**src/rtl/rtc_irq_pkg.sv**
```systemverilog
package rtc_irq_pkg;
  localparam int DW      = 8;
  localparam int AW      = 4;
  localparam int NUM_ALM = 2;
  localparam int IDX_WK  = 0;
  localparam int IDX_DY  = 1;

  typedef enum logic [2:0] {
    RATE_OFF  = 3'd0,
    RATE_2HZ  = 3'd1,
    RATE_1HZ  = 3'd2,
    RATE_SEC  = 3'd3,
    RATE_MIN  = 3'd4,
    RATE_HOUR = 3'd5,
    RATE_MON  = 3'd6,
    RATE_RSV  = 3'd7
  } rate_e;

  localparam logic [AW-1:0] A_WK_MIN  = 4'h8;
  localparam logic [AW-1:0] A_WK_HOUR = 4'h9;
  localparam logic [AW-1:0] A_WK_WDAY = 4'hA;
  localparam logic [AW-1:0] A_DY_MIN  = 4'hB;
  localparam logic [AW-1:0] A_DY_HOUR = 4'hC;
  localparam logic [AW-1:0] A_CTRL    = 4'hE;
  localparam logic [AW-1:0] A_STAT    = 4'hF;

  localparam int CTL_WK_EN = 7;
  localparam int CTL_DY_EN = 6;
  localparam int ST_PR     = 2;
  localparam int ST_WK     = 1;
  localparam int ST_DY     = 0;
endpackage

```
**src/rtl/rtc_alarm_unit.sv**
```systemverilog
module rtc_alarm_unit #(
  parameter bit USE_WDAY = 1'b1,
  parameter int WD_W     = 3,
  parameter int HR_W     = 6,
  parameter int MN_W     = 7
) (
  input  logic            clk_i,
  input  logic            rst_ni,
  input  logic            min_tick_i,
  input  logic [WD_W-1:0] cur_wday_i,
  input  logic [HR_W-1:0] cur_hour_i,
  input  logic [MN_W-1:0] cur_min_i,
  input  logic [WD_W-1:0] alm_wday_i,
  input  logic [HR_W-1:0] alm_hour_i,
  input  logic [MN_W-1:0] alm_min_i,
  input  logic            clr_i,
  output logic            flag_o
);
  logic wday_ok, hit;

  assign wday_ok = USE_WDAY ? (cur_wday_i == alm_wday_i) : 1'b1;
  assign hit     = min_tick_i && wday_ok &&
                   (cur_hour_i == alm_hour_i) && (cur_min_i == alm_min_i);

  // a match beats a same-cycle clear so no event is lost
  always_ff @(posedge clk_i or negedge rst_ni) begin
    if (!rst_ni)    flag_o <= 1'b0;
    else if (hit)   flag_o <= 1'b1;
    else if (clr_i) flag_o <= 1'b0;
  end
endmodule

```
**src/rtl/rtc_periodic_gen.sv**
```systemverilog
module rtc_periodic_gen
  import rtc_irq_pkg::*;
(
  input  logic  clk_i,
  input  logic  rst_ni,
  input  rate_e rate_i,
  input  logic  restart_i,
  input  logic  tick_4hz_i,
  input  logic  sec_tick_i,
  input  logic  min_tick_i,
  input  logic  hour_tick_i,
  input  logic  mon_tick_i,
  input  logic  clr_i,
  output logic  pulse_mode_o,
  output logic  level_mode_o,
  output logic  pulse_low_o,
  output logic  level_flag_o
);
  logic [1:0] phase_q;
  logic       boundary;

  always_ff @(posedge clk_i or negedge rst_ni) begin
    if (!rst_ni)         phase_q <= '0;
    else if (restart_i)  phase_q <= '0;
    else if (tick_4hz_i) phase_q <= phase_q + 2'd1;
  end

  always_comb begin
    pulse_mode_o = 1'b0;
    level_mode_o = 1'b0;
    pulse_low_o  = 1'b0;
    boundary     = 1'b0;
    case (rate_i)
      RATE_2HZ:  begin pulse_mode_o = 1'b1; pulse_low_o = phase_q[0]; end
      RATE_1HZ:  begin pulse_mode_o = 1'b1; pulse_low_o = phase_q[1]; end
      RATE_SEC:  begin level_mode_o = 1'b1; boundary = sec_tick_i;  end
      RATE_MIN:  begin level_mode_o = 1'b1; boundary = min_tick_i;  end
      RATE_HOUR: begin level_mode_o = 1'b1; boundary = hour_tick_i; end
      RATE_MON:  begin level_mode_o = 1'b1; boundary = mon_tick_i;  end
      default: ;
    endcase
  end

  always_ff @(posedge clk_i or negedge rst_ni) begin
    if (!rst_ni)       level_flag_o <= 1'b0;
    else if (boundary) level_flag_o <= 1'b1;
    else if (clr_i)    level_flag_o <= 1'b0;
  end
endmodule

```
**src/rtl/rtc_irq_ctrl.sv**
```systemverilog
module rtc_irq_ctrl
  import rtc_irq_pkg::*;
#(
  parameter int WD_W = 3,
  parameter int HR_W = 6,
  parameter int MN_W = 7
) (
  input  logic            clk_i,
  input  logic            rst_ni,
  input  logic [WD_W-1:0] wday_i,
  input  logic [HR_W-1:0] hour_i,
  input  logic [MN_W-1:0] min_i,
  input  logic            tick_4hz_i,
  input  logic            sec_tick_i,
  input  logic            min_tick_i,
  input  logic            hour_tick_i,
  input  logic            mon_tick_i,
  input  logic            we_i,
  input  logic [AW-1:0]   addr_i,
  input  logic [DW-1:0]   wdata_i,
  output logic [DW-1:0]   rdata_o,
  output logic            irq_day_n_o,
  output logic            irq_wk_n_o
);
  logic [MN_W-1:0] alm_min_q  [NUM_ALM];
  logic [HR_W-1:0] alm_hour_q [NUM_ALM];
  logic [WD_W-1:0] alm_wday_q;
  logic            wk_en_q, dy_en_q;
  rate_e           rate_q;
  logic [NUM_ALM-1:0] alm_flag, clr_alm;
  logic            ctrl_wr, stat_wr;
  logic            pulse_mode, level_mode, pulse_low, lvl_flag;

  assign ctrl_wr = we_i && (addr_i == A_CTRL);
  assign stat_wr = we_i && (addr_i == A_STAT);
  assign clr_alm[IDX_WK] = stat_wr && !wdata_i[ST_WK];
  assign clr_alm[IDX_DY] = stat_wr && !wdata_i[ST_DY];

  always_ff @(posedge clk_i or negedge rst_ni) begin
    if (!rst_ni) begin
      alm_min_q  <= '{default: '0};
      alm_hour_q <= '{default: '0};
      alm_wday_q <= '0;
      wk_en_q    <= 1'b0;
      dy_en_q    <= 1'b0;
      rate_q     <= RATE_OFF;
    end else if (we_i) begin
      case (addr_i)
        A_WK_MIN:  alm_min_q[IDX_WK]  <= wdata_i[MN_W-1:0];
        A_WK_HOUR: alm_hour_q[IDX_WK] <= wdata_i[HR_W-1:0];
        A_WK_WDAY: alm_wday_q         <= wdata_i[WD_W-1:0];
        A_DY_MIN:  alm_min_q[IDX_DY]  <= wdata_i[MN_W-1:0];
        A_DY_HOUR: alm_hour_q[IDX_DY] <= wdata_i[HR_W-1:0];
        A_CTRL: begin
          wk_en_q <= wdata_i[CTL_WK_EN];
          dy_en_q <= wdata_i[CTL_DY_EN];
          rate_q  <= rate_e'(wdata_i[2:0]);
        end
        default: ;
      endcase
    end
  end

  for (genvar i = 0; i < NUM_ALM; i++) begin : g_alm
    rtc_alarm_unit #(
      .USE_WDAY(i == IDX_WK), .WD_W(WD_W), .HR_W(HR_W), .MN_W(MN_W)
    ) u_alm (
      .clk_i      (clk_i),
      .rst_ni     (rst_ni),
      .min_tick_i (min_tick_i),
      .cur_wday_i (wday_i),
      .cur_hour_i (hour_i),
      .cur_min_i  (min_i),
      .alm_wday_i (alm_wday_q),
      .alm_hour_i (alm_hour_q[i]),
      .alm_min_i  (alm_min_q[i]),
      .clr_i      (clr_alm[i]),
      .flag_o     (alm_flag[i])
    );
  end

  rtc_periodic_gen u_per (
    .clk_i        (clk_i),
    .rst_ni       (rst_ni),
    .rate_i       (rate_q),
    .restart_i    (ctrl_wr),
    .tick_4hz_i   (tick_4hz_i),
    .sec_tick_i   (sec_tick_i),
    .min_tick_i   (min_tick_i),
    .hour_tick_i  (hour_tick_i),
    .mon_tick_i   (mon_tick_i),
    .clr_i        (stat_wr && !wdata_i[ST_PR]),
    .pulse_mode_o (pulse_mode),
    .level_mode_o (level_mode),
    .pulse_low_o  (pulse_low),
    .level_flag_o (lvl_flag)
  );

  always_comb begin
    rdata_o = '0;
    case (addr_i)
      A_WK_MIN:  rdata_o[MN_W-1:0] = alm_min_q[IDX_WK];
      A_WK_HOUR: rdata_o[HR_W-1:0] = alm_hour_q[IDX_WK];
      A_WK_WDAY: rdata_o[WD_W-1:0] = alm_wday_q;
      A_DY_MIN:  rdata_o[MN_W-1:0] = alm_min_q[IDX_DY];
      A_DY_HOUR: rdata_o[HR_W-1:0] = alm_hour_q[IDX_DY];
      A_CTRL: begin
        rdata_o[CTL_WK_EN] = wk_en_q;
        rdata_o[CTL_DY_EN] = dy_en_q;
        rdata_o[2:0]       = rate_q;
      end
      A_STAT: begin
        rdata_o[ST_PR] = pulse_mode ? pulse_low : lvl_flag;
        rdata_o[ST_WK] = alm_flag[IDX_WK];
        rdata_o[ST_DY] = alm_flag[IDX_DY];
      end
      default: ;
    endcase
  end

  // shared pin: wired-low OR of daily alarm and periodic source
  assign irq_day_n_o = !((alm_flag[IDX_DY] && dy_en_q) || pulse_low ||
                         (level_mode && lvl_flag));
  assign irq_wk_n_o  = !(alm_flag[IDX_WK] && wk_en_q);
endmodule

```
**config.mk**
```make
export PLATFORM = sky130hd
export DESIGN_NAME = rtc_irq_ctrl
export DESIGN_NICKNAME = d
export VERILOG_FILES = /design/src/rtl/rtc_irq_pkg.sv /design/src/rtl/rtc_alarm_unit.sv /design/src/rtl/rtc_periodic_gen.sv /design/src/rtl/rtc_irq_ctrl.sv
export SDC_FILE = /design/constraint.sdc
export NUM_CORES = 1
export LEC_CHECK = 0
export ABC_CLOCK_PERIOD_IN_PS = 2350
export BUFFER_PORTS_ARGS = -buffer_cell sky130_fd_sc_hd__buf_2
export CORE_MARGIN = 2
export CORE_UTILIZATION = 45
export CTS_BUF_LIST = sky130_fd_sc_hd__clkbuf_4 sky130_fd_sc_hd__clkbuf_8
export DETAILED_ROUTE_END_ITERATION = 8
export GPL_TIMING_DRIVEN = 0
export MAX_ROUTING_LAYER = met4
export PLACE_DENSITY = 0.67
export SETUP_SLACK_MARGIN = 0.02
export SLEW_MARGIN = 20
export SYNTH_ARGS = -nofsm -noshare
export SYNTH_HDL_FRONTEND = slang
export SYNTH_HIERARCHICAL = 1
export SYNTH_SLANG_ARGS = --single-unit
export TNS_END_PERCENT = 10
```
**constraint.sdc**
```tcl
create_clock -name clk_i -period 2.35 [get_ports clk_i]
set_input_delay 0.3525 -clock clk_i [delete_from_list [all_inputs] [get_ports clk_i]]
set_output_delay 0.3525 -clock clk_i [all_outputs]
set_load 0.02 [all_outputs]
```
; After elaboration in Yosys (flattened, before gate mapping)
; Index checks and enable logic that the tools add are counted.
[op_classes]
add_sub_neg = 1
reduce_logical = 32
mux = 17
n_eq_ne = 18
[ops]
columns = cell, n
row1 = $eq 4x4->1 const B, 7
row2 = $pmux 3 s7, 1
row3 = $eq 7x7->1, 2
row4 = $logic_and 1x1->1, 13
row5 = $eq 6x6->1, 2
row6 = $pmux 3 s4, 1
row7 = $reduce_and 2->1, 6
row8 = $mux 1, 10
row9 = $eq 3x3->1 const B, 3
row10 = $reduce_bool 2->1, 4
row11 = $eq 3x2->1 const B, 2
row12 = $logic_not 1->1, 5
row13 = $mux 2, 2
row14 = $pmux 1 s4, 1
row15 = $reduce_or 4->1, 1
row16 = $eq 3x1->1 const B, 1
row17 = $eq 3x3->1, 1
row18 = $pmux 1 s3, 1
row19 = $add 2x1->2 const B, 1
row20 = $logic_or 1x1->1, 2
row21 = $pmux 1 s2, 1
row22 = $reduce_or 2->1, 1
[word_totals]
inputBits = 36
ff_bits = 39
output_inout_bits = 10
elab_cells = 80

; Longest topological paths before layout
[logic_depth]
depth_word = 6
depth_mapped = 6
depth_no_buf = 5

; Modules after synthesis
; Netlist, hierarchy kept.
[modules_own_cells]
columns = mod, cells_each, area_per_inst_um2, seq_area_each_um2, instances
row1 = rtc_irq_ctrl, 140, 1781.7, 850.8, 1
row2 = rtc_alarm_unit (g_alm[0].u_alm), 25, 215.2, 25.0, 1
row3 = rtc_periodic_gen, 21, 192.7, 75.1, 1
row4 = rtc_alarm_unit (g_alm[1].u_alm), 21, 182.7, 25.0, 1

; Least setup slack after synthesis
; OpenSTA, ideal clock, no wires.
[synth_timing]
path_kind = input to output
from = in addr_i[0]
to = out rdata_o[3]
arrival_ps = 1310
path_stages = 5
path_buffers = 2
slack_ps = 688
required_time_ps = 1997
cell_sequence = buf_4 > buf_2 > and3b_1 > a32oi_1 > o22ai_1
[synth_between]
elab_chain_cells = 2
word_cells_on_any_way = 5
cone_classes = 4 x eq/ne / 1 x mux
[synth_rtl]
columns = element, line_no
row1 = "start, declared", rtc_irq_ctrl.sv:19  ; input logic [AW-1:0] addr_i,
row2 = $eq 4x4->1, rtc_irq_ctrl.sv:101  ; case (addr_i)
row3 = $pmux 3 s4 (*), rtc_irq_ctrl.sv:101
row4 = "end, declared", rtc_irq_ctrl.sv:21  ; output logic [DW-1:0] rdata_o,
; Every way passes the cells marked *; elsewhere a longest branch is shown, timed or not.

; Worst setup path in the final report
[layout_timing]
from = reg rate_q[1]
to = out rdata_o[2]
[layout_between]
word_cells_on_any_way = 7
cone_classes = 2 x eq/ne / 4 x mux / 1 x reduce/logical
[layout_rtl]
columns = element, line_no
row1 = "start, declared", rtc_irq_ctrl.sv:29  ; rate_e rate_q;
row2 = "start signal, assigned", rtc_irq_ctrl.sv:57  ; rate_q <= rate_e'(wdata_i[2:0]);
row3 = $eq 3x2->1 or $eq 3x1->1 (tied branches), rtc_periodic_gen.sv:33  ; case (rate_i)
row4 = $pmux 1 s2 (*), rtc_periodic_gen.sv:33
row5 = named net pulse_low, rtc_irq_ctrl.sv:32  ; logic pulse_mode, level_mode, pulse_low, lvl_flag;
row6 = $mux 1 (*), rtc_irq_ctrl.sv:113  ; rdata_o[ST_PR] = pulse_mode ? pulse_low : lvl_flag;
row7 = $pmux 3 s7 (*), rtc_irq_ctrl.sv:101
; Mark *: on every way through the listed nets, which the timed path passes. The rest lies on a longest branch.

==> qor.yml <==
status: "finished clean"
final_hold_viol_count: 0
via_count: 1812
port-buffer-count: 45
tritoncts: "done"
crit_path_max_incr_delay_ps: 500
finalInstanceArea_um2: 2790
setup.worst_path.end_class: "primary output"
antenna_violations_before_repair: 0
syn_inst: 207
finClkSkew_ps: 8.84
groute.usage.overall: 0.217
required_ps: 2000
floorplan.die_area_um2: 5870
areaGrowthSynthToFinish_pct: 17.6
setup_viol: 0
drt-pass1-iter-count: 4
core.rowCount: 26
cp.buffers_inverters: 1
worst-path-max-fanout: 8
number_of_distinct_library_cells_after_synthesis: 45
r2r_cells: 3
filler_cell_count_in_the_final_layout: 484
wire_length_of_the_first_global_routing_pass_um: 9470
globalplace.congestion: 0.863
number_of_gates_given_a_new_drive_strength_after_cts: 0
drt-wirelength-per-cell_um: 18.4
finalWorstSetupSlack_ps: 164
fin_nets: 295
post_synth_and_or_nand_nor_area_fraction: 0.142
sequentialPowerShare: 0.476
worst_hold_path_type: "in -> async"
boundaryPins: 46
cts_hold_buf: 0
setup.worst_path.start_class: "flip-flop"
grt_overflow: 0
wl_um: 6070
synth_ff_type: "sky130_fd_sc_hd__dfrtp_1"
synth_fa_ha_area_frac: 0
path_delay_family: "flip-flops"
grt_start_max_net_pins: 40
die_w_um: 76.6
power.clock.fraction: 0.241
layout_commonest_cell: "sky130_fd_sc_hd__buf_2"
total_leakage_power_nw: 1.30
final_min_period_over_clock_period: 0.930
post_route_cells_drive_above_1_share: 0.392
ctsLongestPathBuffers: 2
synth.area.mux_share: 0.206
post-dp-hpwl_um: 4400
dpl_cell_area_um2: 2690
seqCellArea_um2: 976
viasPerCell: 5.49
clock_tree.htree_level_count: 2
critical-path-slowest-cell: "sky130_fd_sc_hd__dfrtp_1"
grt_setup_unrepaired: "false"
timing.setup.critical_path_class: "reg -> out"
cp.arrival_ps: 1830
totalNegativeSetupSlack_ps: 0
cts.sinks: 39
max_freq_mhz: 458
sequential_fraction_of_the_synthesis_area: 0.411
regToRegSetupSlack_ps: 1070
post-synth-top-area-fraction: 0.411
xor_xnor_share_of_the_synthesized_area: 0.122
combinational_family_with_the_most_area_after_synthesis: "multiplexers"
drt.antenna.violating_nets: 0
grt_pass1_vias: 1863
swShare: 0.322
synth.cell_area_um2: 2370
timing.final.crit_period_ps: 2190
yosys.area.top_type: "sky130_fd_sc_hd__dfrtp_1"
report.final.slew_viol_count: 0
max_slew_margin: 0.409
synthTopCellsByArea: "sky130_fd_sc_hd__dfrtp_1 (41%), sky130_fd_sc_hd__mux2_2 (13%), sky130_fd_sc_hd__xor2_1 (10%), sky130_fd_sc_hd__mux2_4 (4.4%), sky130_fd_sc_hd__mux2i_1 (3.4%)"
dp_worst_setup_slack_ps: 389
netSwitchingPower_mw: 0.685
most-common-layout-cells: "sky130_fd_sc_hd__buf_2 (49), sky130_fd_sc_hd__dfrtp_1 (39), sky130_fd_sc_hd__xor2_1 (28)"
synthesis.nets: 243
chain_of_cells_forming_the_critical_path: "nand3b_1, a21oi_1, mux2i_1, o32a_1, o221ai_1, buf_2"
cts_made_buffers: 5
multi_input_area_um2: 1320
cellPowerDensity_nw_per_um2: 763
power_report.internal_total_mw: 1.44
worst_hold_slack_after_final_layout_ps: 184
reg_to_reg_endpoint: "u_per/level_flag_o"
detail_route.drc_violations: 0
async_reset_ff_frac: 1.00
power.share.combinational: 0.283
drv_cap: 0
clockRootBuffer: "sky130_fd_sc_hd__clkbuf_8"
yosys_register_bits: 39
synth_warnings: 6
floorplan.die.height_um: 76.6
synth.avg_cell_area_um2: 11.5
clk_pin_slew_worst_paths_ps: 80
first_iter_violations: 100
rr_startpoint: "rate_q[1]"
number_of_setup_buffers_added_after_cts: 0
start_util: 0.464
clkLatencyLatePin_ps: 290
synth_enable_flop_cells: 0
insertedDiodeCount: 0
worst-slew-pin-transition_ps: 887
worst_ir_drop_vdd_mv: 0.319
core_region_area_um2: 5110
area_fraction_in_compound_gates_after_synthesis: 0.0860
==> per-layer routing <==
metal	wire, µm	GRT usage	vias up
met3	395	0.0474	6
met2	2740	0.338	57
li1	-	-	858
met4	59	0.0545	0
met1	2880	0.290	891
met5	0	-	-
==> metrics by stage <==
| stage | utilization | cells | total power, mW |
|---|---|---|---|
| global route | 0.546 | 330 | 2.25 |
| floorplan | - | 207 | 1.42 |
| global placement | 0.526 | 322 | 1.61 |
| detailed placement | 0.526 | 322 | 1.62 |
| finish | 0.546 | 330 | 2.13 |
| CTS | 0.546 | 330 | 2.14 |
==> cells in the mapped netlist, types with 2 or more instances <==
| cell type | number |
|---|---|
| sky130_fd_sc_hd__buf_2 | 4 |
| sky130_fd_sc_hd__nor2_1 | 7 |
| sky130_fd_sc_hd__nor3_1 | 3 |
| sky130_fd_sc_hd__and3_1 | 2 |
| sky130_fd_sc_hd__nand2b_1 | 2 |
| sky130_fd_sc_hd__mux2_4 | 7 |
| sky130_fd_sc_hd__dfrtp_1 | 39 |
| sky130_fd_sc_hd__nor4_1 | 6 |
| sky130_fd_sc_hd__nor2b_1 | 3 |
| sky130_fd_sc_hd__xnor2_1 | 5 |
| sky130_fd_sc_hd__buf_4 | 2 |
| sky130_fd_sc_hd__o22ai_2 | 2 |
| sky130_fd_sc_hd__nor3b_1 | 2 |
| sky130_fd_sc_hd__xor2_1 | 28 |
| sky130_fd_sc_hd__o221ai_1 | 2 |
| sky130_fd_sc_hd__a32oi_1 | 3 |
| sky130_fd_sc_hd__a22oi_1 | 2 |
| sky130_fd_sc_hd__mux2_2 | 27 |
| sky130_fd_sc_hd__nand3b_1 | 4 |
| sky130_fd_sc_hd__nand2_1 | 9 |
| sky130_fd_sc_hd__a221oi_1 | 2 |
| sky130_fd_sc_hd__nand4_1 | 3 |
| sky130_fd_sc_hd__o22ai_1 | 3 |
| sky130_fd_sc_hd__mux2i_1 | 8 |
| sky130_fd_sc_hd__and3b_1 | 3 |
| sky130_fd_sc_hd__nand3_1 | 2 |
| sky130_fd_sc_hd__inv_1 | 5 |
| sky130_fd_sc_hd__buf_6 | 2 |
| sky130_fd_sc_hd__a21oi_1 | 4 |
==> flip-flops by register name, summed over array words and instances (netlist names) <==
register and flops:
alm_wday_q 3, wk_en_q 1, g_alm.u_alm/flag_o 2, u_per/phase_q 2
u_per/level_flag_o 1, alm_min_q 14, dy_en_q 1, rate_q 3
alm_hour_q 12
==> worst max path at each step <==
stage	startpoint	endpoint	slack, ps	cells past startpoint
finish	rate_q[1]	rdata_o[2]	160	6
global route	rate_q[1]	rdata_o[2]	90	6
CTS	rate_q[1]	rdata_o[2]	170	6
detailed placement	addr_i[0]	rdata_o[3]	390	7
global placement	addr_i[0]	rdata_o[5]	380	7
floorplan	addr_i[0]	rdata_o[3]	690	5
==> layout make-up <==
type / count / area share
Multi-Input combinational cell: 155 / 0.473
Sequential cell: 39 / 0.350
Timing Repair Buffer: 45 / 0.0808
Clock buffer: 8 / 0.0372
Tap cell: 70 / 0.0314
Buffer: 8 / 0.0206
Inverter: 5 / 0.00673
==> cell families (layout without fill, tap and decap cells) <==
family	Yosys count	in the layout
flops	39	39
simple gates	54	54
compound gates	26	26
mux	42	42
buf+inv	13	66
xor+xnor	33	33
==> power groups by stage <==
stage / registers [mW] / logic (mW) / clock network [mW]
after floorplan: 0.971 / 0.448 / 0
after global placement: 1.02 / 0.590 / 0
after detailed placement: 1.02 / 0.600 / 0
after CTS: 1.01 / 0.605 / 0.521
after global routing: 1.04 / 0.660 / 0.551
final: 1.01 / 0.603 / 0.512
Power figures use the tool's default switching activity.
